==> config.mk <==
export PLATFORM = sky130hd
export DESIGN_NAME = pci_excl_lock_tracker
export DESIGN_NICKNAME = d
export VERILOG_FILES = /design/src/rtl/lk_pkg.sv /design/src/rtl/lk_bus_decode.sv /design/src/rtl/lk_lock_fsm.sv /design/src/rtl/lk_resp_ctrl.sv /design/src/rtl/pci_excl_lock_tracker.sv
export SDC_FILE = /design/constraint.sdc
export NUM_CORES = 1
export LEC_CHECK = 0
export BUFFER_PORTS_ARGS = -buffer_cell sky130_fd_sc_hd__buf_2
export CORE_AREA = 4 4 41 43
export CTS_CLUSTER_SIZE = 25
export DETAILED_ROUTE_END_ITERATION = 6
export DIE_AREA = 0 0 45 47
export PLACE_DENSITY = 0.53
export SYNTH_ARGS = -nofsm -noshare
export SYNTH_HDL_FRONTEND = slang
export SYNTH_SLANG_ARGS = --single-unit
==> constraint.sdc <==
create_clock -name clk -period 1.5 [get_ports clk]
set_input_delay 0.075 -clock clk [delete_from_list [all_inputs] [get_ports clk]]
set_output_delay 0.075 -clock clk [all_outputs]
set_load 0.02 [all_outputs]
==> src/rtl/lk_pkg.sv <==
package lk_pkg;

  // Reservation state of the target
  typedef enum logic [1:0] {
    LK_FREE  = 2'd0,  // no reservation
    LK_PEND  = 2'd1,  // candidate address phase seen, lock line not yet checked
    LK_ARMED = 2'd2,  // lock line seen low, waiting for a data handshake
    LK_HELD  = 2'd3   // reserved by one master
  } lk_state_e;

  // Response chosen for the current access
  typedef enum logic [1:0] {
    RSP_NONE  = 2'd0,
    RSP_SERVE = 2'd1,
    RSP_RETRY = 2'd2
  } lk_resp_e;

endpackage

==> src/rtl/lk_bus_decode.sv <==
module lk_bus_decode (
  input  logic frame_n,
  input  logic lock_n,
  input  logic irdy_n,
  input  logic trdy_n,
  input  logic addr_phase,
  input  logic hit,
  output logic addr_hit,
  output logic lock_on,
  output logic data_xfer,
  output logic bus_idle,
  output logic release_ok
);

  always_comb begin
    addr_hit   = addr_phase & hit;
    lock_on    = ~lock_n;
    data_xfer  = ~irdy_n & ~trdy_n;
    bus_idle   = frame_n & irdy_n;
    release_ok = frame_n & lock_n;
  end

endmodule

==> src/rtl/lk_lock_fsm.sv <==
module lk_lock_fsm
  import lk_pkg::*;
(
  input  logic      clk,
  input  logic      rst_n,
  input  logic      addr_hit,
  input  logic      lock_on,
  input  logic      data_xfer,
  input  logic      bus_idle,
  input  logic      release_ok,
  output lk_state_e state_q,
  output logic      held
);

  lk_state_e state_d;

  always_comb begin
    state_d = state_q;
    unique case (state_q)
      LK_FREE: begin
        if (addr_hit && !lock_on) state_d = LK_PEND;
      end
      LK_PEND: begin
        if (!lock_on)       state_d = LK_FREE;
        else if (data_xfer) state_d = LK_HELD;
        else if (bus_idle)  state_d = LK_FREE;
        else                state_d = LK_ARMED;
      end
      LK_ARMED: begin
        if (data_xfer)     state_d = LK_HELD;
        else if (bus_idle) state_d = LK_FREE;
      end
      LK_HELD: begin
        if (release_ok) state_d = LK_FREE;
      end
      default: state_d = LK_FREE;
    endcase
  end

  always_ff @(posedge clk or negedge rst_n) begin
    if (!rst_n) state_q <= LK_FREE;
    else        state_q <= state_d;
  end

  assign held = (state_q == LK_HELD);

endmodule

==> src/rtl/lk_resp_ctrl.sv <==
module lk_resp_ctrl
  import lk_pkg::*;
(
  input  logic     clk,
  input  logic     rst_n,
  input  logic     addr_hit,
  input  logic     lock_on,
  input  logic     bus_idle,
  input  logic     held,
  output lk_resp_e resp_q,
  output logic     pulse_q
);

  lk_resp_e resp_d;
  logic     refuse;
  logic     resp_en;

  assign refuse  = addr_hit & held & lock_on;
  assign resp_en = addr_hit | bus_idle;

  always_comb begin
    resp_d = resp_q;
    if (addr_hit)      resp_d = refuse ? RSP_RETRY : RSP_SERVE;
    else if (bus_idle) resp_d = RSP_NONE;
  end

  always_ff @(posedge clk or negedge rst_n) begin
    if (!rst_n)       resp_q <= RSP_NONE;
    else if (resp_en) resp_q <= resp_d;
  end

  always_ff @(posedge clk or negedge rst_n) begin
    if (!rst_n) pulse_q <= 1'b0;
    else        pulse_q <= refuse;
  end

endmodule

==> src/rtl/pci_excl_lock_tracker.sv <==
module pci_excl_lock_tracker
  import lk_pkg::*;
(
  input  logic clk,
  input  logic rst_n,
  input  logic frame_n,
  input  logic lock_n,
  input  logic irdy_n,
  input  logic trdy_n,
  input  logic addr_phase,
  input  logic hit,
  output logic locked_o,
  output logic serve_o,
  output logic stop_n_o,
  output logic devsel_n_o,
  output logic xfer_inhibit_o,
  output logic retry_pulse_o
);

  logic      addr_hit, lock_on, data_xfer, bus_idle, release_ok;
  logic      held;
  lk_state_e state_q;
  lk_resp_e  resp_q;
  logic      pulse_q;

  lk_bus_decode u_dec (
    .frame_n    (frame_n),
    .lock_n     (lock_n),
    .irdy_n     (irdy_n),
    .trdy_n     (trdy_n),
    .addr_phase (addr_phase),
    .hit        (hit),
    .addr_hit   (addr_hit),
    .lock_on    (lock_on),
    .data_xfer  (data_xfer),
    .bus_idle   (bus_idle),
    .release_ok (release_ok)
  );

  lk_lock_fsm u_fsm (
    .clk        (clk),
    .rst_n      (rst_n),
    .addr_hit   (addr_hit),
    .lock_on    (lock_on),
    .data_xfer  (data_xfer),
    .bus_idle   (bus_idle),
    .release_ok (release_ok),
    .state_q    (state_q),
    .held       (held)
  );

  lk_resp_ctrl u_rsp (
    .clk      (clk),
    .rst_n    (rst_n),
    .addr_hit (addr_hit),
    .lock_on  (lock_on),
    .bus_idle (bus_idle),
    .held     (held),
    .resp_q   (resp_q),
    .pulse_q  (pulse_q)
  );

  assign locked_o       = held;
  assign serve_o        = (resp_q == RSP_SERVE);
  assign xfer_inhibit_o = (resp_q == RSP_RETRY);
  assign stop_n_o       = ~xfer_inhibit_o;
  assign devsel_n_o     = ~xfer_inhibit_o;
  assign retry_pulse_o  = pulse_q;

endmodule

* Word-level counts from Yosys, hierarchy flattened
Cells that the tools add are included.
** Storage, ports and cells
- Bits in registers :: 5
- Bits of input ports :: 8
- Output and inout bits :: 6
- Word-level logic and storage cells :: 37
** Cells by class
- Equal/unequal tests :: 8
- Multiplexer cells :: 10
- Bitwise gates (word level) :: 11
- Reductions and logical operators :: 5
** Operators by type and width (number)
- $mux W2 :: 9
- $pmux W2 S4 :: 1
- $and A1 B1 Y1 :: 6
- $eq A2 B2 Y1 const B :: 3
- $eq A2 B1 Y1 const B :: 2
- $not A1 Y1 :: 4
- $ne A3 B2 Y1 const B :: 1
- $reduce_and A3 Y1 :: 1
- $logic_not A2 Y1 :: 1
- $ne A2 B1 Y1 const B :: 1
- $ne A2 B2 Y1 const B :: 1
- $reduce_and A2 Y1 :: 1
- $reduce_bool A2 Y1 :: 1
- $logic_and A1 B1 Y1 :: 1
- $or A1 B1 Y1 :: 1

* Longest topological paths before layout
Gate-level depths: netlist of run 1.
- Depth after elaboration :: 5
- Mapped depth :: 3
- Gate-level depth less buffers :: 3

* Hierarchy
From an unflattened synthesis of run 1, not the netlist that was laid out.
** Unflattened totals
- Cell total of the unflattened synthesis :: 30
- Area total of the unflattened synthesis :: 286.5 um2
** Modules (own cells, without submodules)
- lk_lock_fsm :: times used 1, cells each 13, area an instance 118.9 um2, sequential area each 50.0 um2
- lk_resp_ctrl :: times used 1, cells each 8, area an instance 110.1 um2, sequential area each 75.1 um2
- pci_excl_lock_tracker :: times used 1, cells each 4, area an instance 31.3 um2, sequential area each 0.0 um2
- lk_bus_decode :: times used 1, cells each 5, area an instance 26.3 um2, sequential area each 0.0 um2

* Worst setup path before layout of run 1
OpenSTA, ideal clock, no wires.
- Kind :: reg2reg
- Start point :: register u_fsm.state_q[0]
- End point :: register u_rsp.resp_q[1]
- Setup time :: 0.120 ns
- Arrival :: 0.915 ns
- Slack :: 0.466 ns
- Cell stages (with the launch flop) :: 4
- Buffers on the path :: 0
- Period minus slack after synthesis :: 1.034 ns
- Cells stage by stage :: dfrtp_1 -> and2_4 -> nor3b_4 -> a31o_1
** On the way
- Longest elaborated chain between the ends :: 5
** RTL lines
- from (decl) :: line lk_lock_fsm.sv:11 : output lk_state_e state_q,
- from (signal assigned) :: line lk_lock_fsm.sv:42 : else state_q <= state_d;
- $eq A2 B2 Y1 :: line lk_lock_fsm.sv:45 : assign held = (state_q == LK_HELD);
- net locked_o :: line pci_excl_lock_tracker.sv:12 : output logic locked_o,
- $and A1 B1 Y1 (2 in series) :: line lk_resp_ctrl.sv:18 : assign refuse = addr_hit & held & lock_on;
- net u_rsp.refuse :: line lk_resp_ctrl.sv:15 : logic refuse;
- $mux W2 (2 in series) :: line lk_resp_ctrl.sv:23 : if (addr_hit) resp_d = refuse ? RSP_RETRY : RSP_SERVE;
- to (signal assigned) :: line lk_resp_ctrl.sv:29 : else if (resp_en) resp_q <= resp_d;
- to (decl) :: line lk_resp_ctrl.sv:10 : output lk_resp_e resp_q,
The timed path passes the listed nets, and every way through them passes these cells.
A chain may end at the register's enable or synchronous reset.

* Worst setup path in the final report of run 1
- Start point :: register u_fsm.state_q[1]
- End point :: register u_fsm.state_q[0]
** On the way
- Longest elaborated chain between the ends :: 3
** RTL lines
- $eq A2 B2 Y1 / $logic_not A2 Y1 (equally long branches) :: line lk_lock_fsm.sv:19 : unique case (state_q)
- $ne A3 B2 Y1 (no source line) (tied with other cells)
- $reduce_and A3 Y1 (no source line)
Parallel ways exist; a longest one is shown, timed or not.

==> results of run 1 <==
-- logic make-up (layout without fill, tap and decap cells) --
group	Yosys count	after routing
AO/OA/AOI/OAI	7	7
buffers and inverters	2	19
flip-flops	5	5
AND/OR/NAND/NOR	13	13
-- timing repair --
action	4_1_cts	5_1_grt
endpoints found under the setup margin	0	0
gates resized for setup	0	0
hold buffers	1	0
endpoints found under the hold margin	5	0
-- area by class of cell --
class / instances / area [sq um]
Tap cell: 15 / 18.8
Timing Repair Buffer: 14 / 75.1
Fill cell: 149 / 918
Clock buffer: 4 / 26.3
Inverter: 1 / 3.75
Multi-Input combinational cell: 20 / 134
Sequential cell: 5 / 125
-- layer usage --
metal  track usage  vias up  share of wire
met5             0        -              0
met2        0.0932       17           0.38
li1              -      129              -
met4        0.0526        0          0.013
met3        0.0651        2           0.17
met1        0.0828      113           0.44
-- registers in the layout, indices dropped and copies added, names as in the netlist --
register	count
u_fsm.state_q	2
u_rsp.resp_q	2
u_rsp.pulse_q	1
-- cells in the mapped netlist --
cell type / count / area share
or2b_1: 1 / 0.028
nand2b_1: 1 / 0.023
a21oi_1: 2 / 0.037
a31oi_1: 1 / 0.023
nor3_1: 1 / 0.019
nor3b_4: 1 / 0.069
dfrtp_1: 5 / 0.46
a21boi_0: 1 / 0.028
o21bai_1: 1 / 0.028
and2_4: 1 / 0.032
a211oi_1: 1 / 0.028
nand2_1: 4 / 0.056
a31o_1: 1 / 0.032
buf_4: 1 / 0.028
and4b_2: 1 / 0.042
inv_1: 1 / 0.014
nor2_1: 2 / 0.028
nor2b_1: 1 / 0.023
-- final timing paths --
kind                             startpoint          endpoint  slack, ps  cells past startpoint
max in group asynchronous             rst_n  u_fsm.state_q[1]       1190                      2
max                        u_fsm.state_q[1]  u_fsm.state_q[0]        410                      3
min reg2reg                 u_rsp.resp_q[1]   u_rsp.resp_q[1]        540                      1
max reg2reg                u_fsm.state_q[1]  u_fsm.state_q[0]        410                      3
min in group asynchronous             rst_n     u_rsp.pulse_q        180                      2
min                                  lock_n     u_rsp.pulse_q         60                      2
-- power by group --
part | switching (mW) | total [mW] | leakage (nW) | internal, mW
clock | 0.0559 | 0.157 | 0.0150 | 0.101
sequential | 0.0392 | 0.203 | 0.0650 | 0.164
combinational | 0.0610 | 0.125 | 0.121 | 0.0639
==> run_results.csv, run 1 <==
group,metric,value,unit
status,status,"finished, final reports clean",
synthesis,ys_ff_latch,5,
sta,max_slew_margin,0.857,
sta,finClkSkew,1.68,ps
synthesis,synth_mux_area_frac,0,
synthesis,synth_fp_nets,35,
drt,antenna_left,0,
final_layout,final_cell_mix,"13 x buf_2, 5 x dfrtp_1, 4 x nand2_1",
critical_path,worst_setup_path_end_kind,"register",
synthesis,ys_types,18,
critical_path,crit_family,"flip-flops",
power_and_ir_drop,finalPower,0.484,mW
place,gp_congestion,0.748,
sta,fin_crit,1090,ps
critical_path,cp-start-kind,"register",
drt,via_per_inst,4.42,
power_and_ir_drop,leakagePower,0.201,nW
critical_path,critPathKind,"reg -> reg",
critical_path,slowest_stage,"dfrtp_1",
critical_path,path_max_fanout,7,
cts,numCtsBuffers,3,
drt,drt-initial-drc-count,3,
run,maxCapViolCount,0,
floorplan,num_io_pins,14,
critical_path,critPathRequiredTime,1620,ps
floorplan,die_y,47,um
floorplan,dieArea,0.00212,sq mm
synthesis,yosysSeqAreaShare,0.463,
synthesis,syn_inst,27,
synthesis,avgSynthCellArea,10.0,sq um
place,io_buffers,13,
cts,clk_latency,240,ps
sta,hold_ws,55.2,ps
global_route,grt_util_all_layers,0.0753,
sta,finalCritPeriodShare,0.729,
sta,final-setup-viol-count,0,
sta,fmaxAchievable,914,MHz
power_and_ir_drop,peakVddDrop,0.000369,V
sta,worst_pin_slew,213,ps
global_route,antenna_found_initial,0,
power_and_ir_drop,p_per_area,1270,mW/mm^2
cts,h-tree-depth,1,
global_route,grt_remaining_overflow,0,
critical_path,cp.arrival,1210,ps
synthesis,synth_top_family_by_area,"simple AND/OR/NAND/NOR gates",
cts,root_buffer,"clkbuf_4",
global_route,grt_start_max_net_pins,8,
global_route,grt_pass1_wl,1040,um
final_layout,finalNonFillerCells,59,
synthesis,synth-adder-area-share,0,
place,dp_hpwl,492,um
final_layout,fin_util,0.294,
synthesis,synth-compound-area-share,0.176,
cts,clkTransAtPathRegs,40,ps
sta,setup_slack,406,ps
critical_path,crit_chain,"and4b_2 -> a211oi_1 -> a31oi_1",
final_layout,layout-drive-gt1-share,0.432,
final_layout,layout_commonest_cell,"buf_2",
place,dp_cells,54,
worst_hold_path,hold_path.class,"in -> reg",
cts,post-cts-setup-buffers,0,
sta,final_hold_viol_count,0,
drt,routed_wl,602,um
place,pre_cts_slack,406,ps
cts,cts_tree,"yes",
drt,drc,0,
final_layout,finish.instance_area,383,sq um
floorplan,coreArea,0.00130,sq mm
synthesis,ys_warn_count,0,
sta,finalSetupTns,0,ps
cts,cts_sinks,5,
sta,rsz0062_at_grt,"no",
synthesis,synth_area,270,sq um
critical_path,cpPeakStageDelay,430,ps
final_layout,antenna_cells,0,
synthesis,synth_xor_area_frac,0,
drt,wl_per_cell,10.2,um
cts,clk_path_buf_depth,2,
synthesis,yosys.area_share.simple,0.319,
floorplan,die_w,45,um
floorplan,start_util,0.208,
global_route,grt_pass1_vias,249,
drt,vias,261,
final_layout,syn2layout_area_growth,41.7,%
floorplan,num_rows,13,
sta,report.final.slew_viol_count,0,
drt,dr.pass1.iters,3,
critical_path,path_buf_inv,0,
place,dpl_cell_area,347,sq um
final_layout,fin_nets,53,
(Power assumes the default switching activity.)
==> inputs of run 2 (changes only) <==
--- a/config.mk
+++ b/config.mk
@@ -5,12 +5,13 @@
 export SDC_FILE = /design/constraint.sdc
 export NUM_CORES = 1
 export LEC_CHECK = 0
+export ABC_AREA = 1
 export BUFFER_PORTS_ARGS = -buffer_cell sky130_fd_sc_hd__buf_2
 export CORE_AREA = 4 4 41 43
 export CTS_CLUSTER_SIZE = 25
 export DETAILED_ROUTE_END_ITERATION = 6
 export DIE_AREA = 0 0 45 47
-export PLACE_DENSITY = 0.53
+export PLACE_DENSITY = 0.57
 export SYNTH_ARGS = -nofsm -noshare
 export SYNTH_HDL_FRONTEND = slang
 export SYNTH_SLANG_ARGS = --single-unit
==> constraint.sdc (replaced) <==
create_clock -name clk -period 0.9 [get_ports clk]
set_input_delay 0.045 -clock clk [delete_from_list [all_inputs] [get_ports clk]]
set_output_delay 0.045 -clock clk [all_outputs]
set_load 0.02 [all_outputs]
==> run 2 against run 1 <==
  * The run now ends with setup timing left
  * Via count grew 23%
  * Clock-buffer cell count is the same
  * Flip-flop and latch count is the same
  * Core utilization grew 9.0 points
  * Cell count grew 34%
  * Critical path type is now reg -> out
  * Largest power group is now combinational cells
==> run_results.csv, run 2 <==
group,metric,value,unit
floorplan,die_y,47,um
sta,fin_crit,1010,ps
synthesis,yosysMostFrequentCell,"nand2_1",
floorplan,dieArea,0.00212,sq mm
final_layout,regArea,125,sq um
synthesis,synth_commonest_cells,"13 x nand2_1, 9 x inv_1, 5 x dfrtp_1, 5 x nor2_1, 3 x nand3_1",
synthesis,async_reset_ff_frac,1.00,
critical_path,ff2ff_path_depth,5,
synthesis,yosysSeqAreaShare,0.417,
critical_path,critPathKind,"reg -> out",
place,gp_congestion,0.775,
final_layout,multi_input_area,161,sq um
floorplan,num_rows,13,
global_route,busiest_layer,"met2",
final_layout,fin_nets,73,
power_and_ir_drop,p_int,0.633,mW
status,violations,"setup timing",
synthesis,ys_types,12,
critical_path,r2r-start,"u_fsm.state_q[0]",
sta,final-setup-viol-count,7,
drt,routed_wl,649,um
power_and_ir_drop,p_seq_frac,0.324,
cts,h-tree-depth,1,
drt,wl_per_cell,8.22,um
final_layout,finalNonFillerCells,79,
floorplan,die_w,45,um
drt,antenna_left,0,
synthesis,syn_inst,43,
drt,vias,322,
synthesis,synth-compound-area-share,0.0958,
global_route,grt_remaining_overflow,0,
global_route,antenna_found_initial,0,
cts,cts_tree,"yes",
floorplan,coreArea,0.00130,sq mm
worst_hold_path,min_from,"lock_n",
critical_path,r2r_slack,-60,ps
power_and_ir_drop,peakVddDrop,0.000985,V
synthesis,avgSynthCellArea,6.98,sq um
global_route,grt_pass1_vias,291,
sta,finalSetupTns,-493,ps
final_layout,syn2layout_area_growth,66.7,%
critical_path,worst_setup_path_end_kind,"primary output",
synthesis,synth-adder-area-share,0,
critical_path,cp-start-kind,"register",
global_route,grt_start_max_net_pins,6,
sta,finalCritPeriodShare,1.12,
synthesis,synth_xor_area_frac,0,
sta,fmaxAchievable,994,MHz
final_layout,finish.instance_area,500,sq um
place,dpl_cell_area,402,sq um
global_route,grt_util_all_layers,0.0762,
synthesis,ys_ff_latch,5,
cts,clk_latency,240,ps
final_layout,fin_util,0.385,
critical_path,timing.rr.end,"u_fsm.state_q[1]",
global_route,grt_pass1_wl,1110,um
synthesis,synth_area,300,sq um
place,io_buffers,13,
drt,drt-initial-drc-count,3,
power_and_ir_drop,p_per_area,1990,mW/mm^2
sta,final_hold_viol_count,0,
sta,rsz0062_at_grt,"yes",
synthesis,synth_top_family_by_area,"simple AND/OR/NAND/NOR gates",
drt,drc,0,
cts,cts_sinks,5,
worst_hold_path,holdPathStages,3,
sta,setup_slack,-106,ps
final_layout,layout-drive-gt1-share,0.484,
sta,worst_pin_slew,179,ps
sta,max_slew_margin,0.881,
synthesis,synth_mux_area_frac,0,
floorplan,num_io_pins,14,
synthesis,synth_edf_count,0,
global_route,grt_use_met3,0.0575,
place,dp_hpwl,526,um
power_and_ir_drop,combinationalPowerShare,0.417,
worst_hold_path,holdPathEnd,"u_rsp.resp_q[0]",
status,status,"complete, but fails checks",
synthesis,synth_area_leaders,"dfrtp_1 42%, nand2_1 16%, inv_1 11%",
synthesis,synth_top_area_cell,"dfrtp_1",
synthesis,ys_warn_count,0,
critical_path,path_max_fanout,2,
synthesis,synth_fp_nets,51,
power_and_ir_drop,leakagePower,0.282,nW
worst_hold_path,hold_path.class,"in -> reg",
power_and_ir_drop,switching_share,0.364,
run,maxCapViolCount,0,
final_layout,largestRegisters,"u_fsm.state_q: 2 flops, u_rsp.resp_q: 2 flops, u_rsp.pulse_q: 1 flops",
cts,numCtsBuffers,3,
cts,clk_path_buf_depth,2,
drt,dr.pass1.iters,2,
cts,clkTransAtPathRegs,50,ps
global_route,gr-usage-met2,0.119,
global_route,met1_usage,0.0829,
critical_path,cp.arrival,960,ps
sta,finClkSkew,5.99,ps
place,dp_cells,71,
final_layout,antenna_cells,0,
floorplan,start_util,0.231,
final_layout,layout_commonest_cell,"nand2_1",
sta,report.final.slew_viol_count,0,
final_layout,final_cell_mix,"12 x nand2_1, 8 x buf_2, 5 x inv_1, 5 x buf_4, 5 x dfrtp_1",
cts,root_buffer,"clkbuf_4",
final_layout,num-fill-cells,145,
synthesis,synthFlopType,"dfrtp_1",
synthesis,yosys.area_share.simple,0.350,
critical_path,critPathRequiredTime,850,ps
drt,via_per_inst,4.08,
power_and_ir_drop,p_switching,0.362,mW
synthesis,synth_top_area_share,0.417,
power_and_ir_drop,finalPower,0.995,mW
power_and_ir_drop,power_frac_clock,0.259,
## run 2: changes by cell type in the layout (fill, tap and decap cells not counted), moves of 2 or more
cell / previous run / this run
nand3_2: 0 / 2
buf_6: 0 / 4
inv_2: 0 / 3
nand2_1: 4 / 12
buf_2: 13 / 8
inv_1: 1 / 5
buf_4: 0 / 5
## run 2: cell type report
cell class                 instances  share of cell area
timing repair buffer              18               0.265
inverter                           9              0.0725
clock buffer                       4              0.0525
sequential                         5               0.250
tap                               15              0.0375
multi-input combinational         28               0.323
## run 2: timing repair
item                                    in CTS  in global routing
endpoints found under the setup margin       9                  9
gates resized for setup                     11                  3
hold endpoints to repair                     5                  0
hold buffers                                 1                  0
cloned                                       0                  0
setup buffers                                2                  1
pin swaps                                    3                  3
## run 2: through the flow
stage	hold WS, ps	setup WS, ps
after floorplan	-251	-4.97
after global placement	-136	-44.7
after detailed placement	-131	-55.1
after CTS	30.7	-94.5
after global routing	158	-157
final	132	-106
## run 2: metal layers
layer	wire length [um]	share of wire	up-vias
met1	260	0.40	135
met2	309	0.48	13
met3	80	0.12	0
met4	0	0	0
li1	-	-	174
met5	0	0	-
## run 2: worst max-delay path, cell delays in order (launching register included)
cell	delay, ps
dfrtp_1	410
nor2_4	140
inv_2	50
buf_6	120
## run 2: logic make-up (layout without fill, tap and decap cells)
kind of cell           after synthesis  count (layout)
and+or+nand+nor                     23              23
buffers and inverters               10              31
AOI/OAI and AO/OA                    5               5
DFF                                  5               5
## run 2: power by group through the flow
stage | combinational (mW) | clock (mW) | sequential (mW)
final | 0.415 | 0.258 | 0.322
after global routing | 0.468 | 0.287 | 0.328
after CTS | 0.399 | 0.270 | 0.318
after detailed placement | 0.338 | 0 | 0.324
after global placement | 0.334 | 0 | 0.327
after floorplan | 0.241 | 0 | 0.318
## run 2: worst max path at each step
stage                                 from          endpoint  slack (ps)  cells past startpoint
after detailed placement  u_fsm.state_q[1]  u_fsm.state_q[1]         -60                      6
final                      u_rsp.resp_q[0]          stop_n_o        -110                      3
after global routing       u_rsp.resp_q[0]        devsel_n_o        -160                      3
after floorplan           u_fsm.state_q[0]  u_fsm.state_q[1]          -5                      6
after CTS                  u_rsp.resp_q[0]          stop_n_o         -90                      3
after global placement    u_fsm.state_q[1]  u_fsm.state_q[1]         -40                      6
